--- config.mk ---
export PLATFORM = sky130hd
export DESIGN_NAME = exc_vec_ctl
export DESIGN_NICKNAME = d
export VERILOG_FILES = /design/src/rtl/exc_vec_pkg.sv /design/src/rtl/exc_status_reg.sv /design/src/rtl/exc_prio_sel.sv /design/src/rtl/exc_vec_gen.sv /design/src/rtl/exc_vec_ctl.sv
export SDC_FILE = /design/constraint.sdc
export NUM_CORES = 1
export LEC_CHECK = 0
export ABC_AREA = 1
export BUFFER_PORTS_ARGS = -buffer_cell sky130_fd_sc_hd__buf_2
export CAP_MARGIN = 20
export CORE_MARGIN = 2
export CORE_UTILIZATION = 39
export CTS_BUF_LIST = sky130_fd_sc_hd__clkbuf_8
export CTS_CLUSTER_DIAMETER = 60
export CTS_CLUSTER_SIZE = 14
export DETAILED_ROUTE_END_ITERATION = 16
export HOLD_SLACK_MARGIN = 0.1
export PLACE_DENSITY_LB_ADDON = 0.25
export SLEW_MARGIN = 5
export SYNTH_ARGS = -nofsm -noshare
export SYNTH_HDL_FRONTEND = slang
export SYNTH_HIERARCHICAL = 1
export SYNTH_SLANG_ARGS = --single-unit
--- constraint.sdc ---
create_clock -name clk -period 3.5 [get_ports clk]
set_input_delay 0.175 -clock clk [delete_from_list [all_inputs] [get_ports clk]]
set_output_delay 0.175 -clock clk [all_outputs]
set_load 0.05 [all_outputs]
--- src/rtl/exc_vec_pkg.sv ---
`timescale 1ns/1ps
package exc_vec_pkg;
   localparam int unsigned STAT_W = 8;

   // status bit positions
   localparam int unsigned SB_INTEN  = 0;
   localparam int unsigned SB_KWIDE  = 1;
   localparam int unsigned SB_SWIDE  = 2;
   localparam int unsigned SB_UWIDE  = 3;
   localparam int unsigned SB_REVEND = 4;
   localparam int unsigned SB_BOOTV  = 5;
   localparam int unsigned SB_PARMSK = 6;
   localparam int unsigned SB_CCHK   = 7;

   localparam logic [STAT_W-1:0] STAT_RST = 8'h20;

   localparam logic [31:0] BOOT_BASE = 32'hBFC0_0000;
   localparam logic [31:0] NORM_BASE = 32'h8000_0000;
   localparam logic [31:0] BOOT_MISS = 32'h0000_0200;
   localparam logic [31:0] NORM_MISS = 32'h0000_0000;
   localparam logic [31:0] GEN_OFF   = 32'h0000_0180;
   localparam logic [31:0] WIDE_OFF  = 32'h0000_0080;

   typedef enum logic [1:0] {
      PRIV_KERN = 2'd0,
      PRIV_SUP  = 2'd1,
      PRIV_USR  = 2'd2,
      PRIV_RSVD = 2'd3
   } priv_e;

   typedef enum logic [2:0] {
      CAUSE_NONE = 3'd0,
      CAUSE_NMI  = 3'd1,
      CAUSE_MISS = 3'd2,
      CAUSE_EXC  = 3'd3,
      CAUSE_PAR  = 3'd4,
      CAUSE_IRQ  = 3'd5
   } cause_e;
endpackage

--- src/rtl/exc_status_reg.sv ---
`timescale 1ns/1ps
module exc_status_reg
   import exc_vec_pkg::*;
#(
   parameter int unsigned SW = STAT_W
) (
   input  logic          clk,
   input  logic          rst_n,
   input  logic          wr_en,
   input  logic [SW-1:0] wr_data,
   input  logic          nmi,
   output logic [SW-1:0] status_q
);
   for (genvar i = 0; i < SW; i++) begin : g_bit
      if (i == SB_REVEND) begin : g_tied
         assign status_q[i] = 1'b0;
      end else if (i == SB_BOOTV) begin : g_boot
         always_ff @(posedge clk or negedge rst_n) begin
            if (!rst_n)      status_q[i] <= STAT_RST[i];
            else if (nmi)    status_q[i] <= 1'b1;
            else if (wr_en)  status_q[i] <= wr_data[i];
         end
      end else begin : g_plain
         always_ff @(posedge clk or negedge rst_n) begin
            if (!rst_n)      status_q[i] <= STAT_RST[i];
            else if (wr_en)  status_q[i] <= wr_data[i];
         end
      end
   end
endmodule

--- src/rtl/exc_prio_sel.sv ---
`timescale 1ns/1ps
module exc_prio_sel
   import exc_vec_pkg::*;
#(
   parameter int unsigned IRQ_W = 8
) (
   input  logic             nmi,
   input  logic             miss,
   input  logic             exc,
   input  logic             par,
   input  logic             par_mask,
   input  logic             int_en,
   input  logic [IRQ_W-1:0] irq_pend,
   output cause_e           cause
);
   logic irq_any;
   assign irq_any = |irq_pend;

   always_comb begin
      if (nmi)                   cause = CAUSE_NMI;
      else if (miss)             cause = CAUSE_MISS;
      else if (exc)              cause = CAUSE_EXC;
      else if (par && !par_mask) cause = CAUSE_PAR;
      else if (int_en && irq_any) cause = CAUSE_IRQ;
      else                       cause = CAUSE_NONE;
   end
endmodule

--- src/rtl/exc_vec_gen.sv ---
`timescale 1ns/1ps
module exc_vec_gen
   import exc_vec_pkg::*;
#(
   parameter int unsigned VA_W = 64
) (
   input  cause_e          cause,
   input  logic            boot_vec,
   input  logic [1:0]      miss_seg,
   input  logic            kwide,
   input  logic            swide,
   input  logic            uwide,
   output logic [VA_W-1:0] vec_addr,
   output logic            wide_sel
);
   logic        seg_wide;
   logic [31:0] base, miss_v, addr32;

   always_comb begin
      unique case (priv_e'(miss_seg))
         PRIV_KERN: seg_wide = kwide;
         PRIV_SUP:  seg_wide = swide;
         PRIV_USR:  seg_wide = uwide;
         default:   seg_wide = 1'b0;
      endcase
   end

   assign base   = boot_vec ? BOOT_BASE : NORM_BASE;
   assign miss_v = base + (boot_vec ? BOOT_MISS : NORM_MISS);

   always_comb begin
      wide_sel = 1'b0;
      case (cause)
         CAUSE_NMI:  addr32 = BOOT_BASE;
         CAUSE_MISS: begin
            wide_sel = seg_wide;
            addr32   = seg_wide ? (miss_v + WIDE_OFF) : miss_v;
         end
         CAUSE_EXC, CAUSE_PAR, CAUSE_IRQ: addr32 = miss_v + GEN_OFF;
         default:    addr32 = 32'h0;
      endcase
   end

   if (VA_W > 32) begin : g_sext
      assign vec_addr = {{(VA_W-32){addr32[31]}}, addr32};
   end else begin : g_narrow
      assign vec_addr = addr32;
   end
endmodule

--- src/rtl/exc_vec_ctl.sv ---
`timescale 1ns/1ps
module exc_vec_ctl
   import exc_vec_pkg::*;
#(
   parameter int unsigned VA_W  = 64,
   parameter int unsigned IRQ_W = 8
) (
   input  logic             clk,
   input  logic             rst_n,
   input  logic             st_wr_en,
   input  logic [7:0]       st_wr_data,
   output logic [7:0]       st_rd,
   input  logic [1:0]       priv_mode,
   input  logic             miss_req,
   input  logic [1:0]       miss_seg,
   input  logic             exc_req,
   input  logic             par_err_req,
   input  logic [IRQ_W-1:0] irq_pend,
   input  logic             nmi_req,
   output logic             vec_valid,
   output logic [VA_W-1:0]  vec_addr,
   output logic             wide_miss,
   output logic             irq_take,
   output logic             par_raise,
   output logic [2:0]       op64_ok,
   output logic             op64_cur
);
   localparam int unsigned NMODE = 3;

   if (VA_W < 32 || VA_W > 64) begin : g_bad_va
      $error("exc_vec_ctl: VA_W must lie in 32..64");
   end
   if (IRQ_W < 1) begin : g_bad_irq
      $error("exc_vec_ctl: IRQ_W must be at least 1");
   end

   logic [STAT_W-1:0] status;
   cause_e            cause;
   logic              wide_sel;

   exc_status_reg #(.SW(STAT_W)) u_stat (
      .clk(clk), .rst_n(rst_n), .wr_en(st_wr_en), .wr_data(st_wr_data),
      .nmi(nmi_req), .status_q(status)
   );

   exc_prio_sel #(.IRQ_W(IRQ_W)) u_prio (
      .nmi(nmi_req), .miss(miss_req), .exc(exc_req), .par(par_err_req),
      .par_mask(status[SB_PARMSK]), .int_en(status[SB_INTEN]),
      .irq_pend(irq_pend), .cause(cause)
   );

   exc_vec_gen #(.VA_W(VA_W)) u_gen (
      .cause(cause), .boot_vec(status[SB_BOOTV]), .miss_seg(miss_seg),
      .kwide(status[SB_KWIDE]), .swide(status[SB_SWIDE]), .uwide(status[SB_UWIDE]),
      .vec_addr(vec_addr), .wide_sel(wide_sel)
   );

   assign st_rd     = status;
   assign vec_valid = (cause != CAUSE_NONE);
   assign wide_miss = wide_sel;
   assign irq_take  = (cause == CAUSE_IRQ);
   assign par_raise = (cause == CAUSE_PAR);

   for (genvar m = 0; m < NMODE; m++) begin : g_mode
      if (m == 0) begin : g_kern
         assign op64_ok[m] = 1'b1;
      end else begin : g_lower
         assign op64_ok[m] = status[SB_KWIDE + m];
      end
   end

   assign op64_cur = (priv_mode == PRIV_RSVD) ? 1'b0 : op64_ok[priv_mode];
endmodule

==> impl_metrics.csv <==
group,metric,value,unit
status,outcome,"finished, final reports clean",
routing,ant_nets,0,
global_routing,met1_usage,11.00,%
yosys,synth.avg_cell_area,6.387,µm²
sta,slew-limit-headroom,57.12,%
routing,detail_routed_net_length_per_standard_cell,7.430,µm
floorplan,io_pins,107,
clock_tree,cts_tree,"yes",
yosys,post_synth_num_cell_types,15,
clock_tree,clock_sinks,7,
floorplan,fp.dieH,55.51,µm
critical_path,timing.setup.critical_path_class,"flop to primary output",
clock_tree,cell_at_the_root_of_the_clock_tree,"sky130_fd_sc_hd__clkbuf_8",
layout,post_route_cells_drive_above_1_share,45.37,%
routing,vias_after_detailed_routing,909,
worst_hold_path,worst_hold_path_type,"input pin to flop",
power_and_ir_drop,report.power.total,0.6788,mW
global_routing,grt_busiest_layer,"met2",
floorplan,core_region_area,2500,µm²
global_routing,grt_max_degree,34,
layout,num-nets-final,233,
sta,max_slew.worst_pin.slew,0.6417,ns
layout,final_cells,235,
routing,firstDrtPassIters,3,
power_and_ir_drop,power_density_over_the_cells,600.8,nW/µm²
critical_path,crit_fanout,33,
yosys,synth-seq-area-share,17.05,%
sta,timing.final.crit_share,71.61,%
placement,io_buffers,83,
routing,detail_route.iter0.violations,5,
yosys,synthCells,162,
critical_path,cp-start-kind,"flop",
floorplan,floorplan.initialDensity,41.39,%
routing,wl,1746,µm
layout,largest_register_ff_count,7,
placement,final_gp_congestion,0.7151,
yosys,ys_ff_latch,7,
routing,route.detailed.drc,0,
global_routing,groute.layer.met3.usage,0.7026,%
routing,post_detailed_route_via_to_cell_ratio,3.868,
critical_path,crit_arrival,2.33,ns
floorplan,die_x,55.51,µm
sta,rsz0062_at_grt,"no",
layout,diode_insertion_count_for_antenna_repair,0,
sta,final_period_minus_worst_setup_slack,2.506,ns
global_routing,antenna_violations_before_repair,0,
global_routing,grt_util_met2,22.11,%
clock_tree,cts_max_path_buffers,2,
global_routing,grtUsageTotal,10.93,%
global_routing,grt_overflow,0,
layout,top_regs,"u_stat/status_q: 7 flops",
critical_path,critPathRequiredTime,3.32,ns
placement,dp_cells,230,
global_routing,grt_pass1_vias,716,
power_and_ir_drop,irDropWorstVdd,0.0004608,V
clock_tree,cts.clk_slew.worst_paths,0.04,ns
floorplan,fp.dieArea,3081,µm²
critical_path,end_kind,"primary output",
global_routing,grt_first_pass_wirelength,2822,µm
clock_tree,clock_latency,0.22,ns
layout,area_delta_synth_final,9.190,%
sta,drv_slew,0,
sta,worst_clock_skew,0,ns
sta,setup-violations-final,0,
sta,postLayoutSetupSlackWorst,0.9937,ns
floorplan,rows,18,
yosys,yosys_warnings,6,
yosys,synthesis.area,1035,µm²
sta,timing.setup.tns,0,ns
clock_tree,clock_tree.htree_level_count,1,
layout,regMostFlops,"u_stat/status_q",
sta,report.final.hold_viol_count,0,
clock_tree,tritoncts.num_buffers,3,
power_and_ir_drop,leakage,0.7832,nW
flow_run,drv.max_cap_violation_count,0,
placement,dp_slack,1.185,ns
placement,hpwlAfterDp,1566,µm
sta,maximum_clock_frequency,0.3990,GHz
==> worst max-delay path, stage by stage (launching register included) <==
cell and delay (ns):
sky130_fd_sc_hd__dfrtp_1 0.38, sky130_fd_sc_hd__inv_1 0.06, sky130_fd_sc_hd__nand2_1 0.06, sky130_fd_sc_hd__a21oi_1 0.44, sky130_fd_sc_hd__nand2_1 0.13, sky130_fd_sc_hd__o21ai_2 0.11
sky130_fd_sc_hd__nor2_1 0.06, sky130_fd_sc_hd__nand2_1 0.48, sky130_fd_sc_hd__buf_2 0.38
==> worst paths after layout <==
| kind | from | end | slack (ns) | depth (start not counted) |
|---|---|---|---|---|
| setup / recovery | u_stat/status_q[6] | vec_addr[44] | 0.99 | 8 |
| hold / removal | st_wr_data[1] | u_stat/status_q[1] | 0.15 | 3 |
| setup reg to reg | u_stat/status_q[5] | u_stat/status_q[5] | 2.77 | 2 |
| hold reg to reg | u_stat/status_q[7] | u_stat/status_q[7] | 0.47 | 2 |
| max in group asynchronous | rst_n | u_stat/status_q[5] | 2.97 | 2 |
| min in group asynchronous | rst_n | u_stat/status_q[1] | 0.31 | 2 |
==> cells by family after synthesis <==
group | share of synthesized area, %
and+or+nand+nor | 25.39
other | 1.088
buffers and inverters | 55.14
DFF | 17.05
AOI/OAI and AO/OA | 1.330
==> report_power, final <==
group,switching (mW),internal [mW],leakage [nW],total (mW)
Sequential,0.00625,0.0890,0.0836,0.0952
Combinational,0.401,0.0748,0.673,0.476
Clock,0.0322,0.0756,0.0269,0.108
Total,0.439,0.239,0.783,0.679
==> final cells by class <==
type                    count  area (µm²)
multi-input cells          87       359.1
clock buffers               3       41.29
inverters                  23       86.33
clock inverters             1       3.754
flip-flops and latches      7       176.4
repair buffers             84       425.4
well taps                  30       37.54
fillers                   269        1370
==> layer usage <==
| layer | part of all wire [%] | vias to the layer above |
|---|---|---|
| met5 | 0 | - |
| met4 | 0 | 0 |
| met3 | 9.7 | 0 |
| met2 | 55 | 56 |
| met1 | 36 | 380 |
| li1 | - | 473 |
==> what timing repair did <==
item / in CTS / in global routing
setup buffers: 0 / 0
setup endpoints to repair: 0 / 0
hold buffers: 1 / 0
resized for setup: 0 / 0
endpoints found under the hold margin: 7 / 0
==> synthesized netlist by cell type, drive strengths merged <==
library cell	instances	area, µm²
nand3	7	35.03
dfstp	1	26.28
o21ai	1	8.760
inv	23	86.33
nor3	2	20.02
a21oi	1	5.000
buf	64	484.2
nand2	46	175.2
conb	3	11.26
nor2	8	32.54
dfrtp	6	150.1
==> cell usage in the layout, fill, tap and decap left out <==
cell type	count
sky130_fd_sc_hd__buf_2	83
sky130_fd_sc_hd__nand3_1	7
sky130_fd_sc_hd__a21oi_1	1
sky130_fd_sc_hd__inv_2	1
sky130_fd_sc_hd__clkbuf_8	3
sky130_fd_sc_hd__nand2_1	45
sky130_fd_sc_hd__nand2_2	1
sky130_fd_sc_hd__inv_1	23
sky130_fd_sc_hd__dfstp_2	1
sky130_fd_sc_hd__o21ai_2	1
sky130_fd_sc_hd__conb_1	22
sky130_fd_sc_hd__dlygate4sd3_1	1
sky130_fd_sc_hd__nor3_2	2
sky130_fd_sc_hd__nor2_2	1
sky130_fd_sc_hd__dfrtp_1	6
sky130_fd_sc_hd__nor2_1	7
==> metrics by stage <==
step | cell area (µm²) | util [%] | hold WS (ns)
6_report | 1130 | 45.20 | 0.1504
5_1_grt | 1130 | 45.20 | 0.1624
4_1_cts | 1130 | 45.20 | 0.1450
3_5_place_dp | 1075 | 42.99 | 0.01613
3_3_place_gp | 1075 | 42.99 | 0.01765
2_1_floorplan | 1106 | - | -0.1206
(Power assumes the default switching activity.)
